$ cat config.mk
export PLATFORM = sky130hd
export DESIGN_NAME = pwm_tick_timer
export DESIGN_NICKNAME = d
export VERILOG_FILES = /design/src/rtl/pwm_tmr_pkg.sv /design/src/rtl/pwm_reg_file.sv /design/src/rtl/pwm_cycle_div.sv /design/src/rtl/pwm_tick_irq.sv /design/src/rtl/pwm_tick_timer.sv
export SDC_FILE = /design/constraint.sdc
export NUM_CORES = 1
export LEC_CHECK = 0
export BUFFER_PORTS_ARGS = -buffer_cell sky130_fd_sc_hd__buf_2
export CAP_MARGIN = 0
export CORE_ASPECT_RATIO = 1.2
export CORE_MARGIN = 2
export CORE_UTILIZATION = 50
export DETAILED_ROUTE_END_ITERATION = 12
export PLACE_DENSITY_LB_ADDON = 0.05
export SYNTH_ARGS = -nofsm -noshare
export SYNTH_HDL_FRONTEND = slang
export SYNTH_SLANG_ARGS = --single-unit
$ cat constraint.sdc
create_clock -name clk -period 5.3 [get_ports clk]
set_input_delay 1.06 -clock clk [delete_from_list [all_inputs] [get_ports clk]]
set_output_delay 1.06 -clock clk [all_outputs]
set_load 0.01 [all_outputs]
$ cat src/rtl/pwm_tmr_pkg.sv
package pwm_tmr_pkg;
    localparam int CTRL_W = 16;
    localparam int CYC_W  = 12;
    localparam int IVL_W  = 4;
    localparam int IVL_LO = 8;
    localparam int MODE_W = 4;
    localparam logic [CTRL_W-1:0] HOST_MASK = 16'h007F;

    typedef struct packed {
        logic [CTRL_W-1:0] ctrl;
        logic [CYC_W-1:0]  cyc;
    } regs_t;

    typedef struct packed {
        logic [CYC_W-1:0] cnt;
    } div_t;

    typedef struct packed {
        logic [IVL_W:0] icnt;
        logic           tick;
        logic           irq;
    } ivl_t;
endpackage

$ cat src/rtl/pwm_reg_file.sv
module pwm_reg_file
    import pwm_tmr_pkg::*;
(
    input  logic              clk,
    input  logic              rst_n,
    input  logic              host_we,
    input  logic              host_sel,
    input  logic [CTRL_W-1:0] host_wdata,
    input  logic              cpu_we,
    input  logic              cpu_sel,
    input  logic [CTRL_W-1:0] cpu_wdata,
    output logic [CTRL_W-1:0] ctrl_q,
    output logic [CYC_W-1:0]  cyc_q,
    output logic              wr_any
);
    regs_t r_d, r_q;

    always_comb begin
        r_d = r_q;
        if (host_we) begin
            if (host_sel) r_d.cyc  = host_wdata[CYC_W-1:0];
            else          r_d.ctrl = (r_q.ctrl & ~HOST_MASK) | (host_wdata & HOST_MASK);
        end
        if (cpu_we) begin
            if (cpu_sel) r_d.cyc  = cpu_wdata[CYC_W-1:0];
            else         r_d.ctrl = cpu_wdata;
        end
    end

    always_ff @(posedge clk) begin
        if (!rst_n) r_q <= '0;
        else        r_q <= r_d;
    end

    assign ctrl_q = r_q.ctrl;
    assign cyc_q  = r_q.cyc;
    assign wr_any = host_we | cpu_we;

    assert_host_mask_R3: assert property (@(posedge clk) disable iff (!rst_n)
        (host_we && !host_sel && !(cpu_we && !cpu_sel))
        |=> (ctrl_q[CTRL_W-1:7] == $past(ctrl_q[CTRL_W-1:7])));

    assert_cpu_full_R4: assert property (@(posedge clk) disable iff (!rst_n)
        (cpu_we && !cpu_sel) |=> (ctrl_q == $past(cpu_wdata)));
endmodule

$ cat src/rtl/pwm_cycle_div.sv
module pwm_cycle_div
    import pwm_tmr_pkg::*;
(
    input  logic              clk,
    input  logic              rst_n,
    input  logic              clk_en,
    input  logic              restart,
    input  logic [MODE_W-1:0] mode,
    input  logic [CYC_W-1:0]  cyc,
    output logic              cycle_done
);
    localparam logic [CYC_W-1:0] CYC_MAX = {CYC_W{1'b1}};

    div_t s_d, s_q;
    logic [CYC_W-1:0] eff_cyc;
    logic             run;

    always_comb begin
        eff_cyc    = (cyc == '0) ? CYC_MAX : cyc;
        run        = (mode != '0) && (eff_cyc != CYC_W'(1));
        cycle_done = clk_en && run && !restart && (s_q.cnt == eff_cyc - CYC_W'(2));
        s_d        = s_q;
        if (restart || !run)  s_d.cnt = '0;
        else if (cycle_done)  s_d.cnt = '0;
        else if (clk_en)      s_d.cnt = s_q.cnt + CYC_W'(1);
    end

    always_ff @(posedge clk) begin
        if (!rst_n) s_q <= '0;
        else        s_q <= s_d;
    end

    assert_cnt_holds_R10: assert property (@(posedge clk) disable iff (!rst_n)
        (!clk_en && !restart && run) |=> $stable(s_q.cnt));
endmodule

$ cat src/rtl/pwm_tick_irq.sv
module pwm_tick_irq
    import pwm_tmr_pkg::*;
(
    input  logic             clk,
    input  logic             rst_n,
    input  logic             restart,
    input  logic             cycle_done,
    input  logic [IVL_W-1:0] ivl,
    input  logic             irq_en,
    input  logic             irq_clr,
    output logic             tick,
    output logic             irq
);
    ivl_t s_d, s_q;
    logic [IVL_W:0] eff_ivl;

    always_comb begin
        eff_ivl = (ivl == '0) ? (IVL_W+1)'(1 << IVL_W) : {1'b0, ivl};
        s_d     = s_q;
        s_d.tick = cycle_done && (s_q.icnt == eff_ivl - (IVL_W+1)'(1));
        if (restart)         s_d.icnt = '0;
        else if (s_d.tick)   s_d.icnt = '0;
        else if (cycle_done) s_d.icnt = s_q.icnt + (IVL_W+1)'(1);
        s_d.irq = (s_q.irq && !irq_clr) || (s_d.tick && irq_en);
    end

    always_ff @(posedge clk) begin
        if (!rst_n) s_q <= '0;
        else        s_q <= s_d;
    end

    assign tick = s_q.tick;
    assign irq  = s_q.irq;

    assert_irq_sets_R9: assert property (@(posedge clk) disable iff (!rst_n)
        (cycle_done && irq_en && s_d.tick) |=> irq);

    assert_irq_holds_R9: assert property (@(posedge clk) disable iff (!rst_n)
        (irq && !irq_clr) |=> irq);
endmodule

$ cat src/rtl/pwm_tick_timer.sv
module pwm_tick_timer
    import pwm_tmr_pkg::*;
(
    input  logic              clk,
    input  logic              rst_n,
    input  logic              clk_en,
    input  logic              host_we,
    input  logic              host_sel,
    input  logic [CTRL_W-1:0] host_wdata,
    input  logic              cpu_we,
    input  logic              cpu_sel,
    input  logic [CTRL_W-1:0] cpu_wdata,
    input  logic              irq_en,
    input  logic              irq_clr,
    output logic [CTRL_W-1:0] ctrl_rdata,
    output logic [CYC_W-1:0]  cycle_rdata,
    output logic              tick,
    output logic              irq
);
    logic [CTRL_W-1:0] ctrl_q;
    logic [CYC_W-1:0]  cyc_q;
    logic              wr_any;
    logic              cycle_done;

    pwm_reg_file u_regs (
        .clk(clk), .rst_n(rst_n),
        .host_we(host_we), .host_sel(host_sel), .host_wdata(host_wdata),
        .cpu_we(cpu_we), .cpu_sel(cpu_sel), .cpu_wdata(cpu_wdata),
        .ctrl_q(ctrl_q), .cyc_q(cyc_q), .wr_any(wr_any)
    );

    pwm_cycle_div u_div (
        .clk(clk), .rst_n(rst_n), .clk_en(clk_en), .restart(wr_any),
        .mode(ctrl_q[MODE_W-1:0]), .cyc(cyc_q), .cycle_done(cycle_done)
    );

    pwm_tick_irq u_ivl (
        .clk(clk), .rst_n(rst_n), .restart(wr_any), .cycle_done(cycle_done),
        .ivl(ctrl_q[IVL_LO +: IVL_W]), .irq_en(irq_en), .irq_clr(irq_clr),
        .tick(tick), .irq(irq)
    );

    assign ctrl_rdata  = ctrl_q;
    assign cycle_rdata = cyc_q;

    assert_tick_needs_mode_R7: assert property (@(posedge clk) disable iff (!rst_n)
        tick |-> ((ctrl_q[MODE_W-1:0] != '0) && (cyc_q != CYC_W'(1))));

    assert_tick_on_enable_R10: assert property (@(posedge clk) disable iff (!rst_n)
        tick |-> $past(clk_en));

    assert_write_restarts_R8: assert property (@(posedge clk) disable iff (!rst_n)
        (host_we || cpu_we) |=> !tick);
endmodule

# == Yosys cells after proc, flatten, opt, wreduce, memory -nomap -nowiden ==
# Index checks and enable logic that the tools add are counted.
# op_classes
add_sub_neg,4
eq_ne,3
muxes,8
bitwise_logic,3
reduce_logical,17
# op_table
operator,n
$mux W28,2
$mux W12,3
$mux W16,2
$or A16 B7 Y16,1
$add A12 B1 Y12 const B,1
$eq A12 B12 Y1,1
$logic_not A12 Y1,1
$ne A12 B1 Y1 const B,1
$sub A12 B2 Y12 const B,1
$logic_and A1 B1 Y1,7
$reduce_or A3 Y1,2
$add A5 B1 Y5 const B,1
$eq A5 B5 Y1,1
$mux W5,1
$sub A5 B1 Y5 const B,1
$logic_not A4 Y1,1
$reduce_bool A4 Y1,1
$logic_not A1 Y1,3
$logic_or A1 B1 Y1,2
$not A1 Y1,1
$or A1 B1 Y1,1
# totals
register_bits,47
in_bits,41

# == Logic depth before layout (Yosys ltp) ==
# Gate-level depths: netlist of the first run.
# logic_depth
ltp_word,10
mapped_depth,8
ltp_nobuf,8

# == By module ==
# A second synthesis of the first run with hierarchy kept.
# unflattened
hier_cells,310
area_unflattened_um2,2810.2
# modules_own_cells
module,instances,cells_per_inst,area_each_um2,seq_area_each_um2
pwm_reg_file,1,127,1242.4,560.5
pwm_cycle_div,1,132,1082.3,240.2
pwm_tick_irq,1,51,485.5,140.1

# == Worst setup path before layout of the first run ==
# Ideal clock, no wire load.
# synth_path
path_kind,input port to flip-flop
startpoint,in clk_en
endpoint,reg u_ivl.s_q[5] in the netlist's numbering
setup_time_ns,0.101
arrival_time_ns,2.984
required_time_ns,5.199
setup_slack_ns,2.215
path_stages,7
path_buffers,2
cell_sequence,clkbuf_1 o2111a_1 nand3_1 or4_1 buf_2 or4_4 o41ai_1
# synth_between
elab_chain_cells,5
# synth_lines
element,line,source
start: declaration,pwm_tick_timer.sv:6,"input logic clk_en,"
$logic_and A1 B1 Y1 (*) (3 in a row),pwm_cycle_div.sv:21,cycle_done = clk_en && run && !restart && (s_q.cnt == eff_cyc - CYC_W'(2));
$logic_and A1 B1 Y1,pwm_tick_irq.sv:20,s_d.tick = cycle_done && (s_q.icnt == eff_ivl - (IVL_W+1)'(1));
$reduce_or A3 Y1 (no source line),--,
end signal: assignment,pwm_tick_irq.sv:28,if (!rst_n) s_q <= '0;
end signal: assignment,pwm_tick_irq.sv:29,else s_q <= s_d;
end: declaration,pwm_tick_irq.sv:14,"ivl_t s_d, s_q;"
# Mark *: on every way between the ends. The rest lies on a longest branch, timed or not.
# A chain may end at the register's enable or synchronous reset.

# == Final worst setup path of the first run ==
# layout_path
startpoint,in host_we
endpoint,reg u_ivl.s_q[5] in the netlist's numbering
# layout_between
elab_chain_cells,6
# layout_lines
element,line,source
start: declaration,pwm_tick_timer.sv:7,"input logic host_we,"
$or A1 B1 Y1 (*),pwm_reg_file.sv:37,assign wr_any = host_we | cpu_we;
$logic_not A1 Y1,pwm_cycle_div.sv:21,
$logic_and A1 B1 Y1 (2 in a row),pwm_cycle_div.sv:21,
$logic_and A1 B1 Y1,pwm_tick_irq.sv:20,
$reduce_or A3 Y1 (no source line),--,
# Marked as above.

==> results of run 1 <==
-- stage by stage --
step | power, W | cell area (um2)
3_3_place_gp | 0.000543 | 3100
6_report | 0.000805 | 3210
4_1_cts | 0.000812 | 3210
2_1_floorplan | 0.000494 | 2780
3_5_place_dp | 0.000546 | 3100
5_1_grt | 0.000849 | 3210
-- Yosys cell counts, types with 2 or more instances --
cell / n
sky130_fd_sc_hd__o31ai_1: 3
sky130_fd_sc_hd__o311ai_0: 3
sky130_fd_sc_hd__o221ai_1: 2
sky130_fd_sc_hd__o211a_1: 20
sky130_fd_sc_hd__nand2_1: 55
sky130_fd_sc_hd__nor3_1: 12
sky130_fd_sc_hd__nand4_1: 4
sky130_fd_sc_hd__nand3_1: 32
sky130_fd_sc_hd__inv_1: 5
sky130_fd_sc_hd__nor4_1: 8
sky130_fd_sc_hd__or3_1: 4
sky130_fd_sc_hd__mux2i_1: 10
sky130_fd_sc_hd__xnor2_1: 10
sky130_fd_sc_hd__and3_1: 5
sky130_fd_sc_hd__a21boi_0: 11
sky130_fd_sc_hd__nand3b_1: 3
sky130_fd_sc_hd__buf_2: 2
sky130_fd_sc_hd__and2_1: 3
sky130_fd_sc_hd__o41ai_1: 3
sky130_fd_sc_hd__or2_2: 2
sky130_fd_sc_hd__clkbuf_1: 19
sky130_fd_sc_hd__o22ai_1: 3
sky130_fd_sc_hd__ha_1: 4
sky130_fd_sc_hd__dfxtp_1: 47
sky130_fd_sc_hd__xor2_1: 16
sky130_fd_sc_hd__nor2b_1: 4
sky130_fd_sc_hd__nor2_1: 14
sky130_fd_sc_hd__o21ai_1: 2
sky130_fd_sc_hd__or4_4: 2
sky130_fd_sc_hd__nand2b_1: 5
sky130_fd_sc_hd__o21ai_0: 5
sky130_fd_sc_hd__or4_1: 3
-- power by group through the flow --
stage / registers (W) / clock network [W] / logic (W)
after global placement: 0.000397 / 0 / 0.000146
after detailed placement: 0.000398 / 0 / 0.000149
after CTS: 0.000389 / 0.000273 / 0.000149
final: 0.000389 / 0.000266 / 0.000149
after global routing: 0.000392 / 0.000292 / 0.000165
after floorplan: 0.000396 / 0 / 0.0000980
-- sequential cells by signal, indices dropped and copies added (netlist names) --
| signal | cells |
|---|---|
| u_div.s_q | 12 |
| u_ivl.irq | 1 |
| u_ivl.s_q | 5 |
| u_ivl.tick | 1 |
| u_regs.ctrl_q | 16 |
| u_regs.cyc_q | 12 |
-- cells by family (layout without fill, tap and decap cells) --
| kind of cell | after synthesis | after routing | synth area share [%] |
|---|---|---|---|
| AO/OA/AOI/OAI | 67 | 67 | 20.0 |
| XOR/XNOR | 26 | 26 | 8.18 |
| adder cells (fa/ha/maj) | 4 | 4 | 1.80 |
| buffers and inverters | 28 | 80 | 4.14 |
| flip-flops | 47 | 47 | 33.8 |
| multiplexers | 10 | 10 | 3.60 |
| AND/OR/NAND/NOR | 159 | 159 | 28.5 |
-- routing by layer --
metal	global-route usage, %	vias to the layer above	wire length, um
met1	30.0	1215	3140
met5	0	-	0
met2	39.4	65	3450
met3	4.82	4	312
met4	7.20	0	76
li1	-	1337	-
-- path summary, 6_finish.rpt --
check / start / end / slack, ps / depth (start not counted)
worst min-delay path: u_regs.ctrl_q[7] / u_regs.ctrl_q[7] / 470 / 2
worst min register to register: u_regs.ctrl_q[7] / u_regs.ctrl_q[7] / 470 / 2
worst max-delay path: host_we / u_ivl.s_q[5] / 2000 / 7
worst max register to register: u_regs.cyc_q[3] / u_ivl.s_q[5] / 2150 / 6
-- layout make-up --
| cell class | count | area [um2] |
|---|---|---|
| inverters | 5 | 18.8 |
| clock inverters | 3 | 43.8 |
| clock buffers | 5 | 68.8 |
| flip-flops and latches | 47 | 941 |
| fillers | 497 | 2120 |
| repair buffers | 67 | 338 |
| multi-input cells | 266 | 1730 |
| well taps | 62 | 77.6 |
-- worst reg2reg max path, stage by stage (launching register included) --
cell	delay [ps]
sky130_fd_sc_hd__dfxtp_1	410
sky130_fd_sc_hd__or4_4	590
sky130_fd_sc_hd__a222oi_1	350
sky130_fd_sc_hd__nand3_1	110
sky130_fd_sc_hd__or4_1	620
sky130_fd_sc_hd__or4_4	620
sky130_fd_sc_hd__o41ai_1	340
-- placed cells by master (no fill, tap or decap), drive strengths merged, types with 5 or more instances in the layout --
cell / instances
and3: 5
nand2: 55
buf: 67
nand3: 32
clkbuf: 5
inv: 5
nor4: 8
nor2: 14
o211a: 20
nand2b: 5
o21ai: 7
a21boi: 11
nor3: 12
xnor2: 10
dfxtp: 47
xor2: 16
mux2i: 10
or4: 5
==> results.tsv, run 1 <==
metric	value	unit
cts_sinks	47	
finalNonFillerCells	455	
crit_path_end_kind	flip-flop	
detailed_router_iteration_count_before_antenna_repair	4	
synth_area	2780	um2
postSynthRegisterBits	47	
finalCriticalPeriod	3300	ps
grt_antenna_before_repair	0	
grt_first_pass_wirelength	11.6	mm
dr_total_vias	2621	
switching_share	28.6	%
cellInternalPower	0.000574	W
coreArea	5330	um2
ys_types	52	
power_per_cell_area	250	nW/um2
place.gp.congestion	0.804	
power_leakage	1.53	nW
hold-worst-slack	473	ps
yosysSeqAreaShare	33.8	%
layout_setup_ws	2000	ps
cts_buffers	5	
layout-area-overhead-vs-synth	15.5	%
initial_utilization	52.2	%
fp.dieArea	6180	um2
power.share.sequential	48.4	%
ctsRootBufferMaster	sky130_fd_sc_hd__clkbuf_8	
floorplan.rows	29	
detail_route.wirelength	6.97	mm
kind_of_launch_point_of_the_worst_setup_path	input port	
status	finished clean	
crit_path_cell_chain	buf_2 > nor2_1 > o2111a_1 > nand3_1 > or4_1 > or4_4 > o41ai_1	
timing_worst_setup_path_type	input port to flip-flop	
post-cts-setup-buffers	0	
die_h	85.7	um
path_buf_inv	1	
power.ir.vdd_worst	0.000135	V
syn-mean-instance-area	8.16	um2
holdBufCountCts	0	
drv_slew	0	
cp.required	5490	ps
cts-root-to-sink-buffers	2	
setup-tns-final	0	ps
dp_worst_setup_slack	1770	ps
worst_path_max_delay_cell	sky130_fd_sc_hd__or4_1	
pwr-share-clk	33.1	%
cts.clk_slew.worst_paths	100	ps
cts-htree-levels	2	
syn-num-nets	386	
edff_count_synth	0	
routed_wire_length_per_instance	15.3	um
yosysTopAreaCellShare	33.8	%
finish.utilization	60.3	%
worstMarginPinSlew	835	ps
placement.io_buffers	66	
nets	437	
timing.critical_path.max_delay_family	simple AND/OR/NAND/NOR gates	
post-route-drc-count	0	
synth_async_sr_flop_share	0	%
max_freq	303	MHz
cts_tree	done	
max_cap_viol_count	0	
final_hold_viols	0	
clk-insertion-delay-late	310	ps
setup-violations-final	0	
die_width	72.1	um
critical_path_peak_fanout	15	
final_layout_size_suffix_gt1_share	20.6	%
synth_ff_type	sky130_fd_sc_hd__dfxtp_1	
first_iter_violations	152	
setup_repair_after_global_routing_missed_its_margin	no	
hold_path.class	flip-flop to flip-flop	
post_cts_resize_count	0	
fin_skew	11.6	ps
net-switching-power	0.000230	W
power.share.combinational	18.5	%
timing.max_slew.rel_slack	44.3	%
grt_usage	23.5	%
antenna_cells_inserted	0	
critical_path.max_stage_delay	620	ps
gr-total-overflow	0	
cp.arrival	3500	ps
vias_in_the_first_global_route	2410	
num_io_pins	71	
mapped_cells	341	
grt_max_degree	35	
detail_placement_hpwl	5.10	mm
placed_cells	447	
ys_warn_count	0	
dominant_cell_type_by_area_after_synthesis	sky130_fd_sc_hd__dfxtp_1	
final_critical_path_share_of_the_clock_period	62.3	%
ant_nets	0	
vias_per_cell	5.76	
synth.area.top_cells	sky130_fd_sc_hd__dfxtp_1 34%, sky130_fd_sc_hd__nand2_1 7.4%, sky130_fd_sc_hd__o211a_1 7.2%	
Note: power is estimated with default switching activity, not from simulation.
==> run 2: changes to the inputs <==
--- a/config.mk
+++ b/config.mk
@@ -9,7 +9,7 @@
 export CAP_MARGIN = 0
 export CORE_ASPECT_RATIO = 1.2
 export CORE_MARGIN = 2
-export CORE_UTILIZATION = 50
+export CORE_UTILIZATION = 48
 export DETAILED_ROUTE_END_ITERATION = 12
 export PLACE_DENSITY_LB_ADDON = 0.05
 export SYNTH_ARGS = -nofsm -noshare
==> constraint.sdc (replaced) <==
create_clock -name clk -period 2.9 [get_ports clk]
set_input_delay 0.58 -clock clk [delete_from_list [all_inputs] [get_ports clk]]
set_output_delay 0.58 -clock clk [all_outputs]
set_load 0.01 [all_outputs]
==> run 2 against run 1 <==
  * Final area increased by 5.1%
  * Hold slack worse by 10 ps
  * Global-route usage down 0.41 points
  * Via count is 3.7% higher
  * Clock power rose by 120%
  * Critical path depth stayed put
  * Utilization is 0.28 points lower
==> results.tsv, run 2 (synthesis gave the netlist of run 1 again) <==
metric	value	unit
layout-area-overhead-vs-synth	21.4	%
net-switching-power	0.000424	W
timing_worst_setup_path_type	flip-flop to flip-flop	
setup-violations-final	0	
crit_path_end_kind	flip-flop	
detail_route.wirelength	7.17	mm
cts-root-to-sink-buffers	2	
antenna_cells_inserted	0	
most_common_cell_after_layout_fill_and_taps_aside	sky130_fd_sc_hd__buf_2	
max_freq	356	MHz
filler_cell_count	551	
final_critical_path_share_of_the_clock_period	96.8	%
power.share.combinational	19.8	%
leading_cell_types_in_the_layout_fill_and_taps_excluded	66 x sky130_fd_sc_hd__buf_2, 55 x sky130_fd_sc_hd__nand2_1, 46 x sky130_fd_sc_hd__dfxtp_1, 32 x sky130_fd_sc_hd__nand3_1, 20 x sky130_fd_sc_hd__o211a_1	
cts_sinks	47	
critical_path_peak_fanout	6	
flip_flop_count_of_the_largest_register_all_copies_and_words_added	16	
place.gp.congestion	0.825	
fin_skew	11.2	ps
cp.required	3130	ps
nets	454	
num_io_pins	71	
finish.utilization	60.0	%
first_iter_violations	188	
die_width	73.5	um
cts_tree	done	
setup-tns-final	0	ps
cellInternalPower	0.00116	W
switching_share	26.8	%
post-route-drc-count	0	
fp.dieArea	6420	um2
initial_utilization	49.4	%
post-cts-setup-buffers	0	
timing.max_slew.rel_slack	47.7	%
cp.arrival	3040	ps
routed_wire_length_per_instance	15.1	um
hold_path.class	flip-flop to flip-flop	
final_layout_size_suffix_gt1_share	24.4	%
finalCriticalPeriod	2810	ps
clk-insertion-delay-late	300	ps
post_cts_resize_count	0	
coreArea	5630	um2
cts-htree-levels	2	
gr-total-overflow	0	
status	finished clean	
die_h	87.4	um
vias_per_cell	5.74	
power.share.sequential	44.1	%
vias_in_the_first_global_route	2583	
drv_slew	0	
kind_of_launch_point_of_the_worst_setup_path	flip-flop	
cts.clk_slew.worst_paths	90	ps
ant_nets	0	
placement.io_buffers	66	
finalNonFillerCells	474	
grt_max_degree	29	
power_per_cell_area	469	nW/um2
grt_first_pass_wirelength	11.8	mm
worstMarginPinSlew	785	ps
final_hold_viols	0	
max_cap_viol_count	0	
detail_placement_hpwl	5.43	mm
power_leakage	1.63	nW
floorplan.rows	30	
dr_total_vias	2719	
holdBufCountCts	0	
grt_antenna_before_repair	0	
pwr-share-clk	36.1	%
placed_cells	466	
ctsRootBufferMaster	sky130_fd_sc_hd__clkbuf_8	
cts_buffers	5	
power.ir.vdd_worst	0.000271	V
grt_usage	23.1	%
detailed_router_iteration_count_before_antenna_repair	4	
-- run 2: worst paths after layout --
path                            slack, ps  cells after the start         startpoint                 to
worst max register to register         90                      7    u_regs.cyc_q[2]       u_ivl.s_q[6]
worst min-delay path                  460                      2  u_regs.ctrl_q[14]  u_regs.ctrl_q[14]
worst max-delay path                   90                      7    u_regs.cyc_q[2]       u_ivl.s_q[6]
worst min register to register        460                      2  u_regs.ctrl_q[14]  u_regs.ctrl_q[14]
-- run 2: worst max-delay path, stage by stage, from the launching register on --
cell and delay, ps:
sky130_fd_sc_hd__dfxtp_2 360, sky130_fd_sc_hd__or4_4 530, sky130_fd_sc_hd__a222oi_1 340, sky130_fd_sc_hd__nand3_1 130, sky130_fd_sc_hd__or4_4 510, sky130_fd_sc_hd__or4_4 570, sky130_fd_sc_hd__buf_4 150, sky130_fd_sc_hd__o22ai_1 140
-- run 2: metrics by stage --
| step | hold slack (ps) | cell area [um2] | setup slack (ps) | total power [W] |
|---|---|---|---|---|
| global route | 492 | 3380 | -23.5 | 0.00165 |
| global placement | 448 | 3230 | 123 | 0.00102 |
| CTS | 469 | 3360 | 54.1 | 0.00160 |
| detailed placement | 455 | 3230 | 83.5 | 0.00102 |
| finish | 463 | 3380 | 92.3 | 0.00158 |
| floorplan | 468 | 2780 | 20.8 | 0.000902 |
-- run 2: layout make-up --
type                            count  area (um2)  share of cell area, %
Tap cell                           64        80.1                   2.37
Clock buffer                        6        72.6                   2.15
Clock inverter                      2        60.1                   1.78
Sequential cell                    47         942                   27.9
Inverter                            5        18.8                  0.556
Multi-Input combinational cell    266        1740                   51.5
Timing Repair Buffer               84         465                   13.8
-- run 2: metal layers --
metal  up-vias  share of wire (%)  GRT usage [%]
met5         -                  0              0
met4         0                1.2           7.44
met3         7                4.9           4.51
met2        84                 49           39.1
met1      1249                 45           29.0
li1       1379                  -              -
-- run 2: power groups by stage --
stage	registers, W	logic [W]	clock network [W]
2_1_floorplan	0.000723	0.000179	0
5_1_grt	0.000703	0.000344	0.000607
3_5_place_dp	0.000713	0.000311	0
4_1_cts	0.000698	0.000313	0.000584
6_report	0.000698	0.000313	0.000572
3_3_place_gp	0.000712	0.000307	0
==> run 3: changes to the inputs <==
--- a/config.mk
+++ b/config.mk
@@ -7,7 +7,7 @@
 export LEC_CHECK = 0
 export BUFFER_PORTS_ARGS = -buffer_cell sky130_fd_sc_hd__buf_2
 export CAP_MARGIN = 0
-export CORE_ASPECT_RATIO = 1.2
+export CORE_ASPECT_RATIO = 0.6
 export CORE_MARGIN = 2
 export CORE_UTILIZATION = 48
 export DETAILED_ROUTE_END_ITERATION = 12
==> run 3 against run 2 <==
  * Non-clock buffer count grew 1
  * Largest power group unchanged
  * First-iteration DRC count grew 20%
  * Routed wire length grew 2.2%
  * Clock power shrank 32%
  * Sequential power is essentially flat
  * Combinational power grew 3%
  * Hold slack gained 1.8 ps
  * Critical path type unchanged
  * Flip-flop and latch count is the same
  * Register-to-register slack gained 50 ps
==> results.tsv, run 3 (synthesis gave the netlist of run 1 again) <==
metric	value	unit
power.share.combinational	22.9	%
cellInternalPower	0.000987	W
detail_placement_hpwl	5.71	mm
vias_in_the_first_global_route	2364	
ctsRootBufferMaster	sky130_fd_sc_hd__clkbuf_8	
setup_repair_after_global_routing_missed_its_margin	no	
flip_flop_count_of_the_largest_register_all_copies_and_words_added	16	
die_h	63.0	um
kind_of_launch_point_of_the_worst_setup_path	flip-flop	
status	finished clean	
most_common_cell_after_layout_fill_and_taps_aside	sky130_fd_sc_hd__buf_2	
fin_skew	7.66	ps
gr-total-overflow	0	
drv_slew	0	
number_of_cells_traversed_by_the_worst_hold_path	2	
cp.arrival	2960	ps
finalCriticalPeriod	2760	ps
antenna_cells_inserted	0	
place.gp.congestion	0.893	
worstMarginPinSlew	820	ps
cts_tree	done	
num_io_pins	71	
first_iter_violations	225	
layout-area-overhead-vs-synth	21.1	%
ant_nets	0	
path_buf_inv	0	
final_design_area_no_fill	3370	um2
pwr-share-clk	27.6	%
cts-root-to-sink-buffers	2	
power_per_cell_area	418	nW/um2
hold_path.class	flip-flop to flip-flop	
leading_cell_types_in_the_layout_fill_and_taps_excluded	66 x sky130_fd_sc_hd__buf_2, 55 x sky130_fd_sc_hd__nand2_1, 47 x sky130_fd_sc_hd__dfxtp_1, 32 x sky130_fd_sc_hd__nand3_1, 20 x sky130_fd_sc_hd__o211a_1	
initial_utilization	49.7	%
nets	455	
net-switching-power	0.000420	W
cts.clk_slew.worst_paths	90	ps
post-route-drc-count	0	
max_freq	363	MHz
worst_path_most_repeated_cell	sky130_fd_sc_hd__or4_4	
vias_per_cell	5.59	
cts_buffers	5	
grt_max_degree	34	
timing_worst_setup_path_type	flip-flop to flip-flop	
fp.dieArea	6440	um2
detailed_router_iteration_count_before_antenna_repair	4	
final_layout_size_suffix_gt1_share	24.8	%
min-delay-start	u_regs.ctrl_q[12]	
setup-tns-final	0	ps
reg2reg_slack	140	ps
cts-htree-levels	2	
placed_area	3270	um2
critical_path.max_stage_delay	590	ps
timing.critical_path.max_delay_family	simple AND/OR/NAND/NOR gates	
grt_antenna_before_repair	0	
crit_path_cell_chain	or4_4 > a222oi_1 > nand3_1 > or4_4 > or4_4 > o41ai_2	
final_hold_viols	0	
die_width	102	um
coreArea	5600	um2
max_cap_viol_count	0	
worst_path_max_delay_cell	sky130_fd_sc_hd__or4_4	
dr_total_vias	2746	
routed_wire_length_per_instance	14.9	um
critical_path_peak_fanout	4	
min_delay_worst_endpoint	u_regs.ctrl_q[12]	
clk-insertion-delay-late	300	ps
cells_on_worst_reg2reg_path	6	
cts_sinks	47	
switching_share	29.9	%
power_leakage	1.62	nW
grt_first_pass_wirelength	11.8	mm
power.share.sequential	49.6	%
final_critical_path_share_of_the_clock_period	95.1	%
r2r_end	u_ivl.s_q[5]	
setup-violations-final	0	
placement.io_buffers	66	
crit_path_end_kind	flip-flop	
timing.max_slew.rel_slack	45.4	%
cp.required	3110	ps
floorplan.rows	21	
power.ir.vdd_worst	0.000232	V
timing.rr.start	u_regs.cyc_q[4]	
grt_usage	23.3	%
detail_route.wirelength	7.33	mm
[run 3: layout make-up]
cell class | count | area [um2]
sequential | 47 | 941
clock inverter | 1 | 5.00
inverter | 5 | 18.8
clock buffer | 7 | 76.3
multi-input combinational | 266 | 1760
timing repair buffer | 85 | 473
fill | 510 | 2230
tap | 80 | 100
[run 3: repair_timing]
action	CTS	global route
hold buffers	0	0
hold endpoints to repair	0	0
buffers inserted	0	0
endpoints found under the setup margin	0	1
gates resized for setup	0	4
[run 3: worst max-delay path by stage]
| stage | end | slack (ps) | from | depth (start not counted) |
|---|---|---|---|---|
| after floorplan | u_ivl.s_q[5] | 20 | u_regs.cyc_q[3] | 8 |
| after global placement | u_ivl.s_q[5] | 120 | u_regs.cyc_q[4] | 6 |
| after detailed placement | u_ivl.s_q[5] | 130 | u_regs.cyc_q[4] | 8 |
| after CTS | u_ivl.s_q[5] | 100 | u_regs.cyc_q[4] | 6 |
| after global routing | u_ivl.s_q[5] | 30 | u_regs.cyc_q[4] | 6 |
| final | u_ivl.s_q[5] | 140 | u_regs.cyc_q[4] | 6 |
[run 3: worst min-delay path, stage by stage (launching register included)]
cell and delay, ps:
sky130_fd_sc_hd__dfxtp_1 320, sky130_fd_sc_hd__nand2_1 40, sky130_fd_sc_hd__a21boi_0 60
[run 3: layer usage]
layer	GRT usage, %	vias to the layer above	part of all wire (%)
met5	0	-	0
met1	37.1	1276	52
met4	5.00	0	0.63
met3	4.81	5	7.3
li1	-	1384	-
met2	31.7	81	40
[run 3: stage by stage]
stage,cells,hold slack (ps),utilization (%),worst slack (ps),total power [W]
after floorplan,341,468,-,20.8,0.000902
after global placement,483,448,58.4,117,0.00103
after detailed placement,483,456,58.4,132,0.00103
after CTS,491,469,59.8,101,0.00141
after global routing,491,503,60.2,30.4,0.00148
final,491,465,60.2,144,0.00141
[run 3: power groups by stage]
stage / Clock [W] / Combinational (W) / Sequential (W)
final: 0.000388 / 0.000322 / 0.000698
after global routing: 0.000424 / 0.000356 / 0.000702
after CTS: 0.000395 / 0.000317 / 0.000698
after detailed placement: 0 / 0.000316 / 0.000713
after global placement: 0 / 0.000314 / 0.000712
after floorplan: 0 / 0.000179 / 0.000723
